File: config.mk
export PLATFORM = sky130hd
export DESIGN_NAME = segbus_monitor
export DESIGN_NICKNAME = d
export VERILOG_FILES = /design/src/rtl/segbus_pkg.sv /design/src/rtl/segbus_ctrl.sv /design/src/rtl/segbus_datapath.sv /design/src/rtl/segbus_monitor.sv
export SDC_FILE = /design/constraint.sdc
export NUM_CORES = 1
export LEC_CHECK = 0
export BUFFER_PORTS_ARGS = -buffer_cell sky130_fd_sc_hd__buf_4
export CAP_MARGIN = 20
export CORE_UTILIZATION = 45
export DETAILED_ROUTE_END_ITERATION = 10
export PLACE_DENSITY = 0.68
export SETUP_SLACK_MARGIN = 0.02
export SYNTH_ARGS = -nofsm -noshare
export SYNTH_HDL_FRONTEND = slang
export SYNTH_SLANG_ARGS = --single-unit
File: constraint.sdc
create_clock -name clk -period 7.8 [get_ports clk]
set_clock_uncertainty 0.15 [all_clocks]
set_input_delay 1.95 -clock clk [delete_from_list [all_inputs] [get_ports clk]]
set_output_delay 1.95 -clock clk [all_outputs]
set_load 0.05 [all_outputs]
File: src/rtl/segbus_pkg.sv
package segbus_pkg;
  localparam int ERR_N = 5;

  // Field order sets bit positions: frm is bit 0, ovf is bit 4.
  typedef struct packed {
    logic ovf;
    logic und;
    logic mty;
    logic gap;
    logic frm;
  } errStrobes_t;
endpackage

File: src/rtl/segbus_ctrl.sv
module segbus_ctrl
  import segbus_pkg::*;
#(
  parameter int NUM_SEG   = 4,
  parameter int SEG_BYTES = 16,
  parameter int MIN_PKT   = 64
) (
  input  logic                              clk,
  input  logic                              rstN,
  input  logic [NUM_SEG-1:0]                segEna,
  input  logic [NUM_SEG-1:0]                segSop,
  input  logic [NUM_SEG-1:0]                segEop,
  input  logic [NUM_SEG*$clog2(SEG_BYTES)-1:0] segMty,
  input  logic                              busReady,
  output errStrobes_t                       strobes
);
  localparam int MTY_W = $clog2(SEG_BYTES);
  localparam int CNT_W = $clog2(MIN_PKT + SEG_BYTES + 1);
  localparam logic [CNT_W-1:0] SEG_C = CNT_W'(SEG_BYTES);
  localparam logic [CNT_W-1:0] MIN_C = CNT_W'(MIN_PKT);

  logic             openQ, openV;
  logic [CNT_W-1:0] cntQ, cntV, addV, sumV;
  logic [MTY_W-1:0] mtyS;
  logic             readyPrevQ;
  logic             frmV, gapV, mtyV, undV, ovfV;

  // Walk the segments in bus order; each one sees the state left by the one before.
  always_comb begin
    openV = openQ;
    cntV  = cntQ;
    frmV  = 1'b0;
    gapV  = 1'b0;
    mtyV  = 1'b0;
    undV  = 1'b0;
    addV  = '0;
    sumV  = '0;
    mtyS  = '0;
    for (int s = 0; s < NUM_SEG; s++) begin
      mtyS = segMty[s*MTY_W +: MTY_W];
      if (!segEna[s]) begin
        if (openV && busReady) gapV = 1'b1;
      end else begin
        if ((mtyS != '0) && !segEop[s]) mtyV = 1'b1;
        if (segSop[s]) begin
          if (openV) frmV = 1'b1;
          openV = 1'b1;
          cntV  = '0;
        end else if (!openV) begin
          frmV = 1'b1;
        end
        if (openV) begin
          addV = segEop[s] ? (SEG_C - {{(CNT_W-MTY_W){1'b0}}, mtyS}) : SEG_C;
          sumV = cntV + addV;
          cntV = (sumV > MIN_C) ? MIN_C : sumV;
          if (segEop[s]) begin
            if (cntV < MIN_C) undV = 1'b1;
            openV = 1'b0;
          end
        end
      end
    end
    ovfV = (|segEna) && !busReady && !readyPrevQ;
  end

  always_ff @(posedge clk or negedge rstN) begin
    if (!rstN) begin
      openQ      <= 1'b0;
      cntQ       <= '0;
      readyPrevQ <= 1'b1;
    end else begin
      openQ      <= openV;
      cntQ       <= cntV;
      readyPrevQ <= busReady;
    end
  end

  always_comb begin
    strobes     = '0;
    strobes.frm = frmV;
    strobes.gap = gapV;
    strobes.mty = mtyV;
    strobes.und = undV;
    strobes.ovf = ovfV;
  end


  no_overflow_chk: assert property (@(posedge clk) disable iff (!rstN)
    ($past(rstN) && $past(!busReady) && !busReady && (|segEna)) |-> strobes.ovf);


  ready_high_ovf_chk: assert property (@(posedge clk) disable iff (!rstN)
    busReady |-> !strobes.ovf);


  gap_ready_low_chk: assert property (@(posedge clk) disable iff (!rstN)
    !busReady |-> !strobes.gap);


  idle_quiet_chk: assert property (@(posedge clk) disable iff (!rstN)
    !(|segEna) |-> !(strobes.frm || strobes.mty || strobes.und || strobes.ovf));
endmodule

File: src/rtl/segbus_datapath.sv
module segbus_datapath
  import segbus_pkg::*;
(
  input  logic             clk,
  input  logic             rstN,
  input  errStrobes_t      strobes,
  input  logic             stickyClr,
  output logic [ERR_N-1:0] errPulse,
  output logic [ERR_N-1:0] errSticky
);
  logic [ERR_N-1:0] strobeVec;
  assign strobeVec = strobes;

  for (genvar k = 0; k < ERR_N; k++) begin : g_cls
    always_ff @(posedge clk or negedge rstN) begin
      if (!rstN) begin
        errPulse[k]  <= 1'b0;
        errSticky[k] <= 1'b0;
      end else begin
        errPulse[k]  <= strobeVec[k];
        errSticky[k] <= (stickyClr ? 1'b0 : errSticky[k]) | strobeVec[k];
      end
    end
  end


  sticky_clear_chk: assert property (@(posedge clk) disable iff (!rstN)
    stickyClr |=> (errSticky == errPulse));


  sticky_keep_chk: assert property (@(posedge clk) disable iff (!rstN)
    !stickyClr |=> ((errSticky & $past(errSticky)) == $past(errSticky)));


  sticky_cover_chk: assert property (@(posedge clk) disable iff (!rstN)
    ((errSticky & errPulse) == errPulse));
endmodule

File: src/rtl/segbus_monitor.sv
module segbus_monitor
  import segbus_pkg::*;
#(
  parameter int NUM_SEG   = 4,
  parameter int SEG_BYTES = 16,
  parameter int MIN_PKT   = 64
) (
  input  logic                                 clk,
  input  logic                                 rstN,
  input  logic [NUM_SEG-1:0]                   segEna,
  input  logic [NUM_SEG-1:0]                   segSop,
  input  logic [NUM_SEG-1:0]                   segEop,
  input  logic [NUM_SEG*$clog2(SEG_BYTES)-1:0] segMty,
  input  logic                                 busReady,
  input  logic                                 stickyClr,
  output logic [ERR_N-1:0]                     errPulse,
  output logic [ERR_N-1:0]                     errSticky
);
  errStrobes_t strobes;

  segbus_ctrl #(
    .NUM_SEG  (NUM_SEG),
    .SEG_BYTES(SEG_BYTES),
    .MIN_PKT  (MIN_PKT)
  ) u_ctrl (
    .clk     (clk),
    .rstN    (rstN),
    .segEna  (segEna),
    .segSop  (segSop),
    .segEop  (segEop),
    .segMty  (segMty),
    .busReady(busReady),
    .strobes (strobes)
  );

  segbus_datapath u_dp (
    .clk      (clk),
    .rstN     (rstN),
    .strobes  (strobes),
    .stickyClr(stickyClr),
    .errPulse (errPulse),
    .errSticky(errSticky)
  );
endmodule

==> reports/results.ini, run 1 <==
[status]
outcome = finished with violations
violations = setup timing

[routing]
via_per_inst = 5.78
num_vias = 3547
detail_route.first_pass.iterations = 5
drcViolationCount = 0
drtIter0Drc = 258
wl_per_cell_um = 16.9
antenna_left = 0
drt-total-wl_um = 10400

[placed_design]
place_congestion = 0.894
port_buffers = 41
dp_hpwl_um = 7340
dpl-instance-area_um2 = 4070
dp.cells = 569

[final_layout]
register_area_um2 = 477
instances_no_fill = 614
finish.instance_area_um2 = 4720
final_common_cell = buf_4
final_net_count = 601
final_cell_mix = 177 x buf_4, 32 x nor2_1, 20 x xnor2_1, 20 x nand2_1, 19 x and2_1
diodes = 0
area_delta_synth_final_pct = 65.2
multi_input_area_um2 = 2610
drive_gt1_share_pct = 48.8
fillers = 387

[clock_tree]
clock_latency_ps = 260
clk_pin_slew_ps = 60
cts_root_buf = clkbuf_8
cts_made_buffers = 3
cts.sinks = 19
tritoncts = yes
cts_buffer_depth = 2
htree_levels = 1

[yosys]
synth_top_area_share_pct = 15.8
syn_avg_cell_area_um2 = 7.89
synthArstFlopShare_pct = 100
ys_types = 68
synth_seq_area_share_pct = 16.7
synthCells = 362
synth.area.top_cells = dfrtp_1 16%, ha_1 11%, xnor2_1 7.0%
synth.yosys.warnings = 0
ys_ff_latch = 19
synth_top_flop_cell = dfrtp_1
syn_nets = 423
syn-cell-area_um2 = 2860
synth.largest_area_cell = dfrtp_1
synth_edf_count = 0

[timing]
layout_setup_ws_ps = -1690
hold_slack_ps = 331
fmax_mhz = 105
min_period_over_period_pct = 122
report.final.setup_viol = 9
rsz0062_at_grt = true
finalCriticalPeriod_ps = 9490
finalMaxSlewViolations = 0
slew_headroom_pct = 42.0
hold_viol = 0
max_slew.worst_pin.slew_ps = 860

[run]
cap_violations = 0

[worst_hold_path]
hold_path.class = reg2reg

[worst_setup_path]
crit_arrival_ps = 9490
cp_data_required_time_ps = 7800
worst-path-max-fanout = 4
cpPeakStageDelay_ps = 430
path_class = in2reg
crit_path_end_kind = flop
r2r_slack_ps = -260
critPathLaunchType = input port
crit_slowest_cell = a2111o_1
cp_common_cell = buf_4

[global_route]
grt_first_pass_wirelength_um = 15900
track_usage_pct = 30.9
grt_overflow = 0
grt_max_degree = 20
grt_pass1_vias = 3527
antenna_found_initial = 0

[die]
core_um2 = 6030
chipWidth_um = 81.7
die_area_um2 = 6670
rows = 28
pin_count = 42
die_h_um = 81.7
start_util_pct = 47.4

[power]
p_leak_nw = 2.24
power_mw = 0.890
p_per_area_nw_per_um2 = 189
ir_drop_mv = 0.142

## report_power, final
| part | internal, mW | switching (mW) |
|---|---|---|
| clock network | 0.0355 | 0.0313 |
| logic | 0.356 | 0.327 |
| registers | 0.119 | 0.0221 |
## worst max-delay path: cells and delay by family
kind	cells	cell delay, ps
compound gates	12	2610
buf+inv	17	1950
simple gates	9	1610
fa+ha+maj	4	1000
xor+xnor	3	370
## final timing paths
path	start	end	cells after the start
worst max-delay path	segMty[0]	u_ctrl.cntQ[0]	45
worst min-delay path	u_dp.errSticky[0]	u_dp.errSticky[0]	1
worst max register to register	u_ctrl.cntQ[1]	u_ctrl.cntQ[0]	43
worst min register to register	u_dp.errSticky[0]	u_dp.errSticky[0]	1
max in group asynchronous	rstN	u_ctrl.readyPrevQ	1
min in group asynchronous	rstN	u_ctrl.cntQ[4]	1
## logic make-up after synthesis
family / Yosys count / synth area share (%)
buffers and inverters: 31 / 4.47
xor gates and xnor gates: 28 / 8.58
and+or+nand+nor: 135 / 24.4
DFF: 19 / 16.7
muxes: 5 / 1.97
AOI/OAI and AO/OA: 115 / 30.2
adders and majority gates: 29 / 13.7
## state kept, by name, indices dropped and copies added (netlist names)
name	cells
u_dp.errPulse	5
u_dp.errSticky	5
u_ctrl.openQ	1
u_ctrl.cntQ	7
u_ctrl.readyPrevQ	1
## repair_timing
action                                  in CTS  in global routing
endpoints found under the setup margin       9                  9
pin swaps                                   19                 23
buffers inserted                            30                 12
hold buffers                                 0                  0
resized for setup                           28                 26
## per-stage QoR
step           util, %  setup TNS (ps)  worst slack [ps]
2_1_floorplan        -          -10430             -1320
3_3_place_gp      67.6          -14440             -1690
3_5_place_dp      67.6          -16320             -1920
4_1_cts           74.7          -11950             -1400
5_1_grt           78.3          -16850             -1960
6_report          78.3          -14460             -1690
## cell usage after synthesis (all sizes together), types with 3 or more instances
cell    count
a211oi      6
a21o       17
a21oi      20
a221oi      3
a22o        5
a22oi       6
a311oi      3
a31oi       6
and2       23
clkbuf      7
dfrtp      18
fa          4
ha         25
inv        22
mux2i       3
nand2      21
nand2b      7
nand3       3
nand3b      3
nor2       38
nor2b       9
nor3       13
nor3b       4
o21a        3
o21ai      11
o21bai      5
o22ai       4
o31a        3
or3         4
xnor2      23
xor2        5
## final cells by class
type | count | area share, %
Multi-Input combinational cell | 312 | 55.3
Timing Repair Buffer | 182 | 29.5
Sequential cell | 19 | 10.1
Inverter | 22 | 2.12
Tap cell | 75 | 1.99
Clock buffer | 3 | 0.875
Clock inverter | 1 | 0.106
## metal layers
metal | up-vias | GRT usage (%) | part of all wire [%]
met5 | - | 0 | 0
met3 | 32 | 3.56 | 5.1
met4 | 0 | 13.2 | 3.2
met2 | 134 | 56.8 | 52
li1 | 1684 | - | -
met1 | 1697 | 35.9 | 40
Power figures use the tool's default switching activity.
==> inputs of run 2 (changes only) <==
==> constraint.sdc (replaced) <==
create_clock -name clk -period 7.8 [get_ports clk]
set_clock_uncertainty 0.15 [all_clocks]
set_input_delay 1.56 -clock clk [delete_from_list [all_inputs] [get_ports clk]]
set_output_delay 1.56 -clock clk [all_outputs]
set_load 0.05 [all_outputs]
==> reports/results.ini, run 2 (synthesis results as in run 1) <==
[final_layout]
largest-register = u_ctrl.cntQ
largestRegisters = u_ctrl.cntQ: 7 flops, u_dp.errPulse: 5 flops, u_dp.errSticky: 5 flops
largest_reg_flops = 7
diodes = 0
final_net_count = 585
final_cell_mix = 162 x buf_4, 35 x nor2_1, 20 x xnor2_1, 20 x nand2_1, 18 x dfrtp_1
utilization_pct = 76.1
drive_gt1_share_pct = 46.7
area_delta_synth_final_pct = 60.6
final_common_cell = buf_4
finish.instance_area_um2 = 4590

[worst_hold_path]
hold_path.class = reg2reg
hp-start = u_dp.errSticky[0]
min_to = u_dp.errSticky[0]
worstHoldPathCells = 1

[clock_tree]
cts_root_buf = clkbuf_8
htree_levels = 1
clk_pin_slew_ps = 70
ctsHoldBuffers = 0
clock_latency_ps = 250
cts_made_buffers = 3
cts_buffer_depth = 2
tritoncts = yes
cts.sinks = 19

[placed_design]
place_congestion = 0.901
dp_hpwl_um = 7040
dpl-instance-area_um2 = 3980
port_buffers = 41

[routing]
wl_per_cell_um = 15.9
drtIter0Drc = 181
via_per_inst = 5.62
drt-total-wl_um = 9480
antenna_left = 0
detail_route.first_pass.iterations = 4
drcViolationCount = 0
num_vias = 3363

[status]
violations = setup timing
outcome = finished with violations

[worst_setup_path]
worst-path-max-fanout = 8
reg2reg_to = u_ctrl.cntQ[6]
r2r_slack_ps = 70
cpPeakStageDelay_ps = 410
critPathLaunchType = input port
reg2reg_depth = 39
crit_arrival_ps = 8740
critPathTopFamily = compound AO/OA/AOI/OAI gates
crit_path_end_kind = flop
cp_common_cell = fa_2
path_class = in2reg
crit_slowest_cell = or3_4
crit_buf_inv = 6
cp_data_required_time_ps = 7790
r2r_start = u_ctrl.cntQ[0]

[die]
rows = 28
chipWidth_um = 81.7
die_h_um = 81.7
core_um2 = 6030
die_area_um2 = 6670
start_util_pct = 47.4
pin_count = 42

[power]
p_leak_nw = 2.17
ir_drop_mv = 0.108
power_mw = 0.863
p_per_area_nw_per_um2 = 188

[timing]
hold_viol = 0
rsz0062_at_grt = true
layout_setup_ws_ps = -952
fmax_mhz = 114
slew_headroom_pct = 48.3
finalMaxSlewViolations = 0
finalCriticalPeriod_ps = 8750
min_period_over_period_pct = 112
max_slew.worst_pin.slew_ps = 774
report.final.setup_viol = 9

[global_route]
track_usage_pct = 27.8
grt_first_pass_wirelength_um = 14300
grt_pass1_vias = 3176
grt_overflow = 0
grt_max_degree = 20
antenna_found_initial = 0

[run]
cap_violations = 0

[run 2: through the flow]
step | setup TNS [ps] | instances | hold slack (ps) | setup slack [ps]
3_3_place_gp | -10510 | 557 | 317 | -1270
3_5_place_dp | -12090 | 557 | 329 | -1440
6_report | -8060 | 598 | 341 | -952
5_1_grt | -11590 | 598 | 369 | -1340
4_1_cts | -6820 | 589 | 343 | -836
2_1_floorplan | -6920 | 362 | 435 | -929
[run 2: worst max path at each step]
stage / startpoint / endpoint / slack (ps) / cells past startpoint
finish: segMty[0] / u_ctrl.cntQ[6] / -950 / 41
global route: segMty[0] / u_ctrl.cntQ[6] / -1340 / 37
CTS: segMty[0] / u_ctrl.cntQ[6] / -840 / 37
floorplan: segMty[0] / u_ctrl.cntQ[6] / -930 / 45
global placement: segMty[0] / u_ctrl.cntQ[6] / -1270 / 44
detailed placement: segMty[0] / u_ctrl.cntQ[6] / -1440 / 44
[run 2: repair_timing]
action / 4_1_cts / 5_1_grt
setup endpoints to repair: 9 / 9
gates resized for setup: 39 / 14
setup buffers: 29 / 9
pin swaps: 55 / 25
hold endpoints to repair: 0 / 0
[run 2: final cells by class]
type,count,area (µm²)
timing repair buffer,166,1270
inverter,22,100
fill,455,1440
tap,75,93.8
sequential,19,477
multi-input combinational,312,2600
clock buffer,4,45.0
[run 2: layer usage]
layer	part of all wire (%)	up-vias	routed length [µm]	GRT usage (%)
met2	51	80	4870	51.1
met1	44	1625	4170	34.6
li1	-	1646	-	-
met3	2.7	12	258	1.67
met4	1.9	0	184	8.25
met5	0	-	0	0
[run 2: where the power goes]
part / internal (mW) / leakage [nW] / switching, mW
Clock: 0.0362 / 0.0228 / 0.0304
Sequential: 0.119 / 0.224 / 0.0221
Combinational: 0.341 / 1.93 / 0.313
Total: 0.497 / 2.17 / 0.366
==> inputs of run 3 (changes only) <==
--- a/config.mk
+++ b/config.mk
@@ -7,6 +7,7 @@
 export LEC_CHECK = 0
 export BUFFER_PORTS_ARGS = -buffer_cell sky130_fd_sc_hd__buf_4
 export CAP_MARGIN = 20
+export CORE_MARGIN = 2
 export CORE_UTILIZATION = 45
 export DETAILED_ROUTE_END_ITERATION = 10
 export PLACE_DENSITY = 0.68
==> reports/results.ini, run 3 (synthesis results as in run 1) <==
[final_layout]
final_net_count = 599
drive_gt1_share_pct = 50.5
final_cell_mix = 176 x buf_4, 31 x nor2_1, 20 x nand2_1
largestRegisters = u_ctrl.cntQ: 7 flops, u_dp.errPulse: 5 flops, u_dp.errSticky: 5 flops
instances_no_fill = 614
diodes = 0
largest_reg_flops = 7
final_common_cell = buf_4
largest-register = u_ctrl.cntQ
multi_input_area_um2 = 2650
fillers = 450
area_delta_synth_final_pct = 66.1
register_area_um2 = 477

[timing]
tns_ps = -9820
fmax_mhz = 112
min_period_over_period_pct = 115
finalCriticalPeriod_ps = 8950
rsz0062_at_grt = true
report.final.setup_viol = 9
layout_setup_ws_ps = -1150
slew_headroom_pct = 39.8
max_slew.worst_pin.slew_ps = 893
finalMaxSlewViolations = 0
hold_viol = 0
hold_slack_ps = 333

[worst_setup_path]
worst-path-max-fanout = 8
crit_arrival_ps = 8960
crit_slowest_cell = fa_2
cpPeakStageDelay_ps = 370
r2r_slack_ps = -100
cp_data_required_time_ps = 7810
cp_common_cell = nor2_2
critPathLaunchType = input port
path_class = in2reg
crit_path_end_kind = flop
reg2reg_to = u_ctrl.cntQ[0]
reg2reg_depth = 42
r2r_start = u_ctrl.cntQ[0]

[power]
power_mw = 0.897
ir_drop_mv = 0.119
p_leak_nw = 2.28
p_per_area_nw_per_um2 = 189

[worst_hold_path]
worstHoldPathCells = 1
hp-start = u_dp.errSticky[0]
hold_path.class = reg2reg
min_to = u_dp.errSticky[0]

[routing]
antenna_left = 0
num_vias = 3604
drt-total-wl_um = 10600
wl_per_cell_um = 17.3
detail_route.first_pass.iterations = 6
drcViolationCount = 0
drtIter0Drc = 223
via_per_inst = 5.87

[die]
pin_count = 42
start_util_pct = 45.8
chipWidth_um = 83.7
die_area_um2 = 7000
die_h_um = 83.7
core_um2 = 6240
rows = 29

[global_route]
grt_max_degree = 20
grt_overflow = 0
track_usage_pct = 28.1
antenna_found_initial = 0
grt_first_pass_wirelength_um = 16100
grt_pass1_vias = 3546

[clock_tree]
cts_buffer_depth = 2
cts_made_buffers = 3
cts_root_buf = clkbuf_8
cts.sinks = 19
clk_pin_slew_ps = 70
tritoncts = yes
clock_latency_ps = 250
htree_levels = 1
ctsHoldBuffers = 0

[placed_design]
port_buffers = 41
place_congestion = 0.904
dp.cells = 557
dp_hpwl_um = 6830
preCtsSetupSlack_ps = -1390

[status]
violations = setup timing
outcome = finished with violations

[run]
cap_violations = 0

run 3: cell types whose count changed in the layout (fill, tap and decap cells not counted), sizes merged:
cell	previous run	this run
buf	166	180
clkbuf	4	3
clkinv	0	1
run 3: worst max-delay path, delay by kind of cell:
kind | cells | cell delay [ps]
AO/OA/AOI/OAI | 17 | 2820
AND/OR/NAND/NOR | 12 | 1550
adder cells (fa/ha/maj) | 7 | 2050
buffers and inverters | 5 | 300
XOR/XNOR | 2 | 330
multiplexers | 1 | 370
run 3: what timing repair did:
item | CTS | global route
setup buffers | 41 | 13
pin swaps | 46 | 20
gates resized for setup | 35 | 30
setup endpoints to repair | 9 | 9
run 3: power breakdown:
| part | switching (mW) | total [mW] | internal (mW) |
|---|---|---|---|
| combinational | 0.333 | 0.689 | 0.356 |
| clock | 0.0319 | 0.0674 | 0.0355 |
| sequential | 0.0221 | 0.141 | 0.119 |
| total | 0.387 | 0.897 | 0.510 |
run 3: worst max-delay path by stage:
stage | start | to
3_3_place_gp | segMty[0] | u_ctrl.cntQ[6]
4_1_cts | segMty[0] | u_ctrl.cntQ[6]
5_1_grt | segMty[0] | u_ctrl.cntQ[0]
3_5_place_dp | segMty[0] | u_ctrl.cntQ[6]
6_report | segMty[0] | u_ctrl.cntQ[0]
2_1_floorplan | segMty[0] | u_ctrl.cntQ[6]
run 3: through the flow:
stage	instance area [µm²]	util, %
floorplan	2970	-
global placement	3970	63.6
detailed placement	3970	63.6
CTS	4510	72.2
global route	4750	76.1
finish	4750	76.1
run 3: per-layer routing:
layer	GRT usage (%)	wire length (µm)
met5	0	0
met4	12.0	410
met3	3.36	559
met2	51.7	5570
met1	32.4	4090
run 3: layout make-up:
cell class / instances / share of cell area [%]
Tap cell: 77 / 2.03
Timing Repair Buffer: 180 / 29.0
Sequential cell: 19 / 10.0
Inverter: 22 / 2.11
Multi-Input combinational cell: 312 / 55.8
Clock inverter: 1 / 0.105
Clock buffer: 3 / 0.870
